==> config.mk <==
export PLATFORM = sky130hd
export DESIGN_NAME = led_activity_stretch
export DESIGN_NICKNAME = d
export VERILOG_FILES = /design/src/rtl/led_stretch_pkg.sv /design/src/rtl/led_evt_timer.sv /design/src/rtl/led_blink_div.sv /design/src/rtl/led_src_mux.sv /design/src/rtl/led_activity_stretch.sv
export SDC_FILE = /design/constraint.sdc
export NUM_CORES = 1
export LEC_CHECK = 0
export ABC_CLOCK_PERIOD_IN_PS = 2100
export BUFFER_PORTS_ARGS = -buffer_cell sky130_fd_sc_hd__buf_2
export CAP_MARGIN = 25
export CORE_ASPECT_RATIO = 0.7
export CORE_UTILIZATION = 40
export DETAILED_ROUTE_END_ITERATION = 12
export PLACE_DENSITY = 0.65
export SETUP_SLACK_MARGIN = 0.15
export SLEW_MARGIN = 20
export SYNTH_ARGS = -nofsm -noshare
export SYNTH_HDL_FRONTEND = slang
export SYNTH_SLANG_ARGS = --single-unit
==> constraint.sdc <==
create_clock -name clk -period 2.1 [get_ports clk]
set_input_delay 0.315 -clock clk [delete_from_list [all_inputs] [get_ports clk]]
set_output_delay 0.315 -clock clk [all_outputs]
set_load 0.05 [all_outputs]
==> src/rtl/led_stretch_pkg.sv <==
package led_stretch_pkg;

  // LED program codes; values 6..15 are unused and keep the LED dark
  typedef enum logic [3:0] {
    LP_SPEED    = 4'd0,
    LP_TX       = 4'd1,
    LP_RX       = 4'd2,
    LP_LINK     = 4'd3,
    LP_LINK_ACT = 4'd4,
    LP_LINK_COL = 4'd5
  } led_prog_e;

  // event channel indices
  localparam int unsigned N_EV   = 3;
  localparam int unsigned EV_TX  = 0;
  localparam int unsigned EV_RX  = 1;
  localparam int unsigned EV_COL = 2;

  // duration selector codes
  typedef enum logic [1:0] {
    DS_SHORT = 2'b00,
    DS_MID   = 2'b01,
    DS_LONG  = 2'b10,
    DS_RSVD  = 2'b11
  } dur_sel_e;

endpackage

==> src/rtl/led_evt_timer.sv <==
module led_evt_timer
  import led_stretch_pkg::*;
#(
  parameter int unsigned DUR_SHORT = 30,
  parameter int unsigned DUR_MID   = 60,
  parameter int unsigned DUR_LONG  = 100,
  parameter int unsigned CNT_W     = 7
) (
  input  logic       clk,
  input  logic       rst_n,
  input  logic       tick_i,
  input  logic       ev_i,
  input  logic [1:0] dur_sel_i,
  output logic       active_o
);

  logic             ev_q;
  logic [CNT_W-1:0] cnt_q;
  logic [CNT_W-1:0] cnt_d;
  logic [CNT_W-1:0] reload;
  logic             rise;
  logic             cnt_nz;
  logic             cnt_en;

  // period selected at the moment of the edge
  always_comb begin
    case (dur_sel_e'(dur_sel_i))
      DS_SHORT: reload = CNT_W'(DUR_SHORT);
      DS_MID:   reload = CNT_W'(DUR_MID);
      default:  reload = CNT_W'(DUR_LONG);
    endcase
  end

  // next state: a fresh edge always reloads, otherwise count ticks down
  always_comb begin
    rise   = ev_i & ~ev_q;
    cnt_nz = |cnt_q;
    cnt_en = rise | (tick_i & cnt_nz);
    cnt_d  = rise ? reload : (cnt_q - CNT_W'(1));
  end

  always_ff @(posedge clk or negedge rst_n) begin
    if (!rst_n) begin
      ev_q  <= 1'b0;
      cnt_q <= '0;
    end else begin
      ev_q <= ev_i;
      if (cnt_en) begin
        cnt_q <= cnt_d;
      end
    end
  end

  assign active_o = cnt_nz;

  AST_EDGE_LIGHTS: assert property (@(posedge clk) disable iff (!rst_n)
    (ev_i && !ev_q) |=> active_o);

  AST_ONLY_EDGE_RAISES: assert property (@(posedge clk) disable iff (!rst_n)
    !(ev_i && !ev_q) |=> (cnt_q <= $past(cnt_q)));

  AST_TICK_STEPS: assert property (@(posedge clk) disable iff (!rst_n)
    (tick_i && !(ev_i && !ev_q) && (cnt_q != '0)) |=> (cnt_q == $past(cnt_q) - CNT_W'(1)));

  AST_IDLE_HOLDS: assert property (@(posedge clk) disable iff (!rst_n)
    (!tick_i && !(ev_i && !ev_q)) |=> $stable(cnt_q));

  AST_NO_OVERFLOW: assert property (@(posedge clk) disable iff (!rst_n)
    (32'(cnt_q) <= DUR_LONG));

endmodule

==> src/rtl/led_blink_div.sv <==
module led_blink_div #(
  parameter int unsigned HALF = 50,
  parameter int unsigned BW   = 6
) (
  input  logic clk,
  input  logic rst_n,
  input  logic tick_i,
  output logic phase_o
);

  logic [BW-1:0] cnt_q;
  logic [BW-1:0] cnt_d;
  logic          phase_q;
  logic          phase_d;
  logic          wrap;

  always_comb begin
    wrap    = tick_i && (cnt_q == BW'(HALF - 1));
    cnt_d   = wrap ? '0 : (cnt_q + BW'(1));
    phase_d = wrap ? ~phase_q : phase_q;
  end

  always_ff @(posedge clk or negedge rst_n) begin
    if (!rst_n) begin
      cnt_q   <= '0;
      phase_q <= 1'b0;
    end else if (tick_i) begin
      cnt_q   <= cnt_d;
      phase_q <= phase_d;
    end
  end

  assign phase_o = phase_q;

  AST_PHASE_HOLD: assert property (@(posedge clk) disable iff (!rst_n)
    !tick_i |=> $stable(phase_o));

  AST_DIV_BOUND: assert property (@(posedge clk) disable iff (!rst_n)
    (32'(cnt_q) < HALF));

endmodule

==> src/rtl/led_src_mux.sv <==
module led_src_mux
  import led_stretch_pkg::*;
(
  input  logic [3:0]      prog_i,
  input  logic            stretch_en_i,
  input  logic            speed_i,
  input  logic            link_i,
  input  logic [N_EV-1:0] raw_i,
  input  logic [N_EV-1:0] str_i,
  input  logic            phase_i,
  output logic            led_o
);

  logic [N_EV-1:0] ev_view;
  logic            act_any;

  always_comb begin
    ev_view = stretch_en_i ? str_i : raw_i;
    act_any = ev_view[EV_TX] | ev_view[EV_RX];
    case (led_prog_e'(prog_i))
      LP_SPEED:    led_o = speed_i;
      LP_TX:       led_o = ev_view[EV_TX];
      LP_RX:       led_o = ev_view[EV_RX];
      LP_LINK:     led_o = link_i;
      LP_LINK_ACT: led_o = act_any ? phase_i : link_i;
      LP_LINK_COL: led_o = ev_view[EV_COL] ? phase_i : link_i;
      default:     led_o = 1'b0;
    endcase
  end

endmodule

==> src/rtl/led_activity_stretch.sv <==
module led_activity_stretch
  import led_stretch_pkg::*;
#(
  parameter int unsigned DUR_SHORT  = 30,
  parameter int unsigned DUR_MID    = 60,
  parameter int unsigned DUR_LONG   = 100,
  parameter int unsigned BLINK_HALF = 50
) (
  input  logic       clk,
  input  logic       rst_n,
  input  logic       tick_ms_i,
  input  logic       tx_evt_i,
  input  logic       rx_evt_i,
  input  logic       col_evt_i,
  input  logic       link_up_i,
  input  logic       speed_hi_i,
  input  logic [3:0] prog_i,
  input  logic       stretch_en_i,
  input  logic [1:0] dur_sel_i,
  output logic       led_o
);

  localparam int unsigned CNT_W = $clog2(DUR_LONG + 1);
  localparam int unsigned BW    = (BLINK_HALF > 1) ? $clog2(BLINK_HALF) : 1;

  // reset: asserted asynchronously, released on the clock
  logic rst_meta_q;
  logic rst_sync_n;

  always_ff @(posedge clk or negedge rst_n) begin
    if (!rst_n) begin
      rst_meta_q <= 1'b0;
      rst_sync_n <= 1'b0;
    end else begin
      rst_meta_q <= 1'b1;
      rst_sync_n <= rst_meta_q;
    end
  end

  logic [N_EV-1:0] raw_ev;
  logic [N_EV-1:0] str_ev;
  logic            blink_phase;

  assign raw_ev[EV_TX]  = tx_evt_i;
  assign raw_ev[EV_RX]  = rx_evt_i;
  assign raw_ev[EV_COL] = col_evt_i;

  for (genvar g = 0; g < N_EV; g++) begin : g_chan
    led_evt_timer #(
      .DUR_SHORT (DUR_SHORT),
      .DUR_MID   (DUR_MID),
      .DUR_LONG  (DUR_LONG),
      .CNT_W     (CNT_W)
    ) u_tmr (
      .clk       (clk),
      .rst_n     (rst_sync_n),
      .tick_i    (tick_ms_i),
      .ev_i      (raw_ev[g]),
      .dur_sel_i (dur_sel_i),
      .active_o  (str_ev[g])
    );
  end

  led_blink_div #(
    .HALF (BLINK_HALF),
    .BW   (BW)
  ) u_blink (
    .clk     (clk),
    .rst_n   (rst_sync_n),
    .tick_i  (tick_ms_i),
    .phase_o (blink_phase)
  );

  led_src_mux u_mux (
    .prog_i       (prog_i),
    .stretch_en_i (stretch_en_i),
    .speed_i      (speed_hi_i),
    .link_i       (link_up_i),
    .raw_i        (raw_ev),
    .str_i        (str_ev),
    .phase_i      (blink_phase),
    .led_o        (led_o)
  );

  AST_UNUSED_DARK: assert property (@(posedge clk) disable iff (!rst_sync_n)
    (prog_i > 4'd5) |-> !led_o);

  AST_LINK_VIEW: assert property (@(posedge clk) disable iff (!rst_sync_n)
    (prog_i == 4'd3) |-> (led_o == link_up_i));

  AST_RESET_CLEAR: assert property (@(posedge clk)
    !rst_sync_n |-> (str_ev == '0) && !blink_phase);

endmodule

==> out/metrics.cfg <==
[setup_path]
worstPathBufferInverterCount=2
cp-start-kind=flop
cp.arrival_ns=2.08
crit_type=reg -> out
crit_fanout=2
crit_path_top_delay_cell=or3b_4
path_delay_family=simple AND/OR/NAND/NOR gates
cp.depth=8
worst_setup_path_end_kind=output port
worstRegToRegCells=18
cp.required_ns=1.78
critical_path.cell_chain=inv_2 > ha_4 > or3b_4 > nor2_4 > a31oi_4 > mux2_4 > nand3_4 > buf_8
max_stage_delay_ns=0.40

[sta]
fin_skew_ns=0.00903
min_period_ns=2.39
final_max_slew_viol_count=0
tns_ns=-0.914
worst_slack_ns=-0.292
rsz0062_at_grt=yes
max_freq_mhz=418
finalCritPeriodShare_pct=114
setup_viol=4
hold_viol=0

[placement]
place_ws_ns=-0.0893
place_hpwl_mm=2.68
gp_congestion=0.803
io_buffers=15
placed_area_um2=2100

[power]
finalPower_mw=2.39
p_leak_nw=1.05
power_density_nw_per_um2=990
ir_drop_uv=537

[run_status]
violations=negative setup slack
status=finished, violations left

[yosys]
synth.top_cell.area_share_pct=45.7
seq_area_frac_synth_pct=45.7
synth_common_cells=dfrtp_1 (33), nor2_1 (21), nand2_1 (18), a21oi_1 (11), xnor2_1 (11)
synth_largest_area_cell=dfrtp_1
ys.flop_type=dfrtp_1
syn_area_um2=1810
syn-num-nets=211
synth_edf_count=0
synthTopCellsByArea=dfrtp_1 (46%), ha_1 (5.5%), xnor2_1 (5.3%), nor2_1 (4.4%), nand2_1 (3.7%)
yosysUniqueCellTypes=44
yosys_warnings=0
synthCells=188
ys_ff_latch=33
async_flop_share_pct=100
yosysMostFrequentCell=dfrtp_1
avgSynthCellArea_um2=9.62

[grt]
antenna_found_initial=0
gr-total-overflow=0
grt_util_all_layers_pct=18.8
grt_pass1_vias=1446
grt_pass1_wl_mm=6.63
grt_max_degree=32

[clock_network]
cts_tree=yes
clockRootBuffer=clkbuf_8
clk_pin_slew_ns=0.07
cts.sinks=33
h-tree-depth=2
cts_buffers=5
clkLatencyLatePin_ns=0.29
cts.path.max_buffers=2

[floorplanning]
chipHeight_um=58.3
dieArea_um2=4800
core_um2=4330
rows=20
initial_utilization_pct=41.8
io_pins=16
chipWidth_um=82.4

[routing]
drtIter0Drc=79
drc_errors=0
firstDrtPassIters=4
wirelength_mm=4.00
viasPerCell=5.06
vias=1492
drtAntennaViolNets=0
wire_per_inst_um=13.6

[finish]
diodes=0
drive_gt1_share_pct=32.5
final_util_pct=55.8
area_growth_pct=33.5
final_area_um2=2410
nNetsFinal=262

[worst_hold_path]
hold_depth=1
hold_path.class=in -> reg

[job]
maxCapViolCount=0

## logic make-up after synthesis
group / Yosys count / share of synthesized area, %
other: 1 / 0.207
AND/OR/NAND/NOR: 81 / 23.3
flip-flops: 33 / 45.7
multiplexers: 6 / 3.81
adder cells (fa/ha/maj): 8 / 5.54
buffers and inverters: 12 / 2.63
AO/OA/AOI/OAI: 29 / 10.1
XOR/XNOR: 18 / 8.72
## power breakdown
group          leakage [nW]  internal [mW]  switching [mW]  total, mW
logic                 0.626          0.518           0.421      0.938
registers             0.383          0.826           0.160      0.986
clock network        0.0450          0.230           0.236      0.465
## worst reg2reg max path, stage by stage, from the launching register on
cell and delay [ns]:
dfrtp_1 0.36, inv_2 0.06, buf_4 0.13, buf_6 0.10, buf_4 0.12, buf_6 0.10
buf_6 0.10, buf_6 0.10, buf_6 0.10, buf_6 0.10, buf_4 0.12, buf_6 0.10
buf_6 0.10, buf_6 0.11, ha_4 0.16, nand2_4 0.07, nor3_4 0.05, mux2i_1 0.13
a21oi_1 0.08
## cell usage in the layout (no fill, tap or decap), types with 4 or more instances in the layout
master and count:
a21oi_1 11, buf_2 14, buf_4 22, buf_6 9, clkbuf_8 5, dfrtp_1 33
ha_1 6, inv_1 7, nand2_1 17, nand2b_1 5, nand4_1 4, nor2_1 20
nor3_1 5, nor4_1 5, o21ai_0 4, xnor2_1 11, xor2_1 7
## flip-flops by register name, summed over array words and instances, names as in the netlist
signal,count
rst_sync_n,1
g_chan.u_tmr.ev_q,3
u_blink.cnt_q,6
g_chan.u_tmr.cnt_q,21
rst_meta_q,1
u_blink.phase_o,1
## layout make-up
cell class / instances / area (um2)
inverters: 9 / 33.8
clock inverters: 2 / 10.0
flip-flops and latches: 33 / 826
fillers: 393 / 1920
clock buffers: 6 / 72.6
multi-input cells: 143 / 1040
well taps: 55 / 68.8
repair buffers: 47 / 362
## path summary, 6_finish.rpt
check,end,startpoint,slack [ns]
max,led_o,g_chan[0].u_tmr.cnt_q[1],-0.29
min,g_chan[2].u_tmr.ev_q,col_evt_i,0.18
max reg2reg,g_chan[0].u_tmr.cnt_q[6],g_chan[0].u_tmr.cnt_q[0],-0.24
min reg2reg,g_chan[0].u_tmr.cnt_q[4],rst_sync_n,0.26
max in group asynchronous,g_chan[0].u_tmr.cnt_q[5],rst_sync_n,1.55
min in group asynchronous,g_chan[0].u_tmr.cnt_q[4],rst_sync_n,0.26
## stage by stage
stage | std cells | hold slack, ns
4_1_cts | 294 | 0.173
3_3_place_gp | 273 | 0.102
6_report | 295 | 0.182
2_1_floorplan | 188 | 0.0194
5_1_grt | 295 | 0.181
3_5_place_dp | 273 | 0.102
## routing by layer
metal,up-vias,track usage (%),routed length (um)
met1,701,27.4,1970
met3,4,4.88,169
li1,756,-,-
met4,0,7.77,46
met5,-,0,0
met2,31,26.3,1820
## repair_timing
action | CTS | global route
setup endpoints to repair | 2 | 8
pin swaps | 7 | 4
hold buffers | 1 | 0
hold endpoints to repair | 2 | 0
gates resized for setup | 15 | 14
buffers inserted | 12 | 1
(Power assumes the default switching activity.)
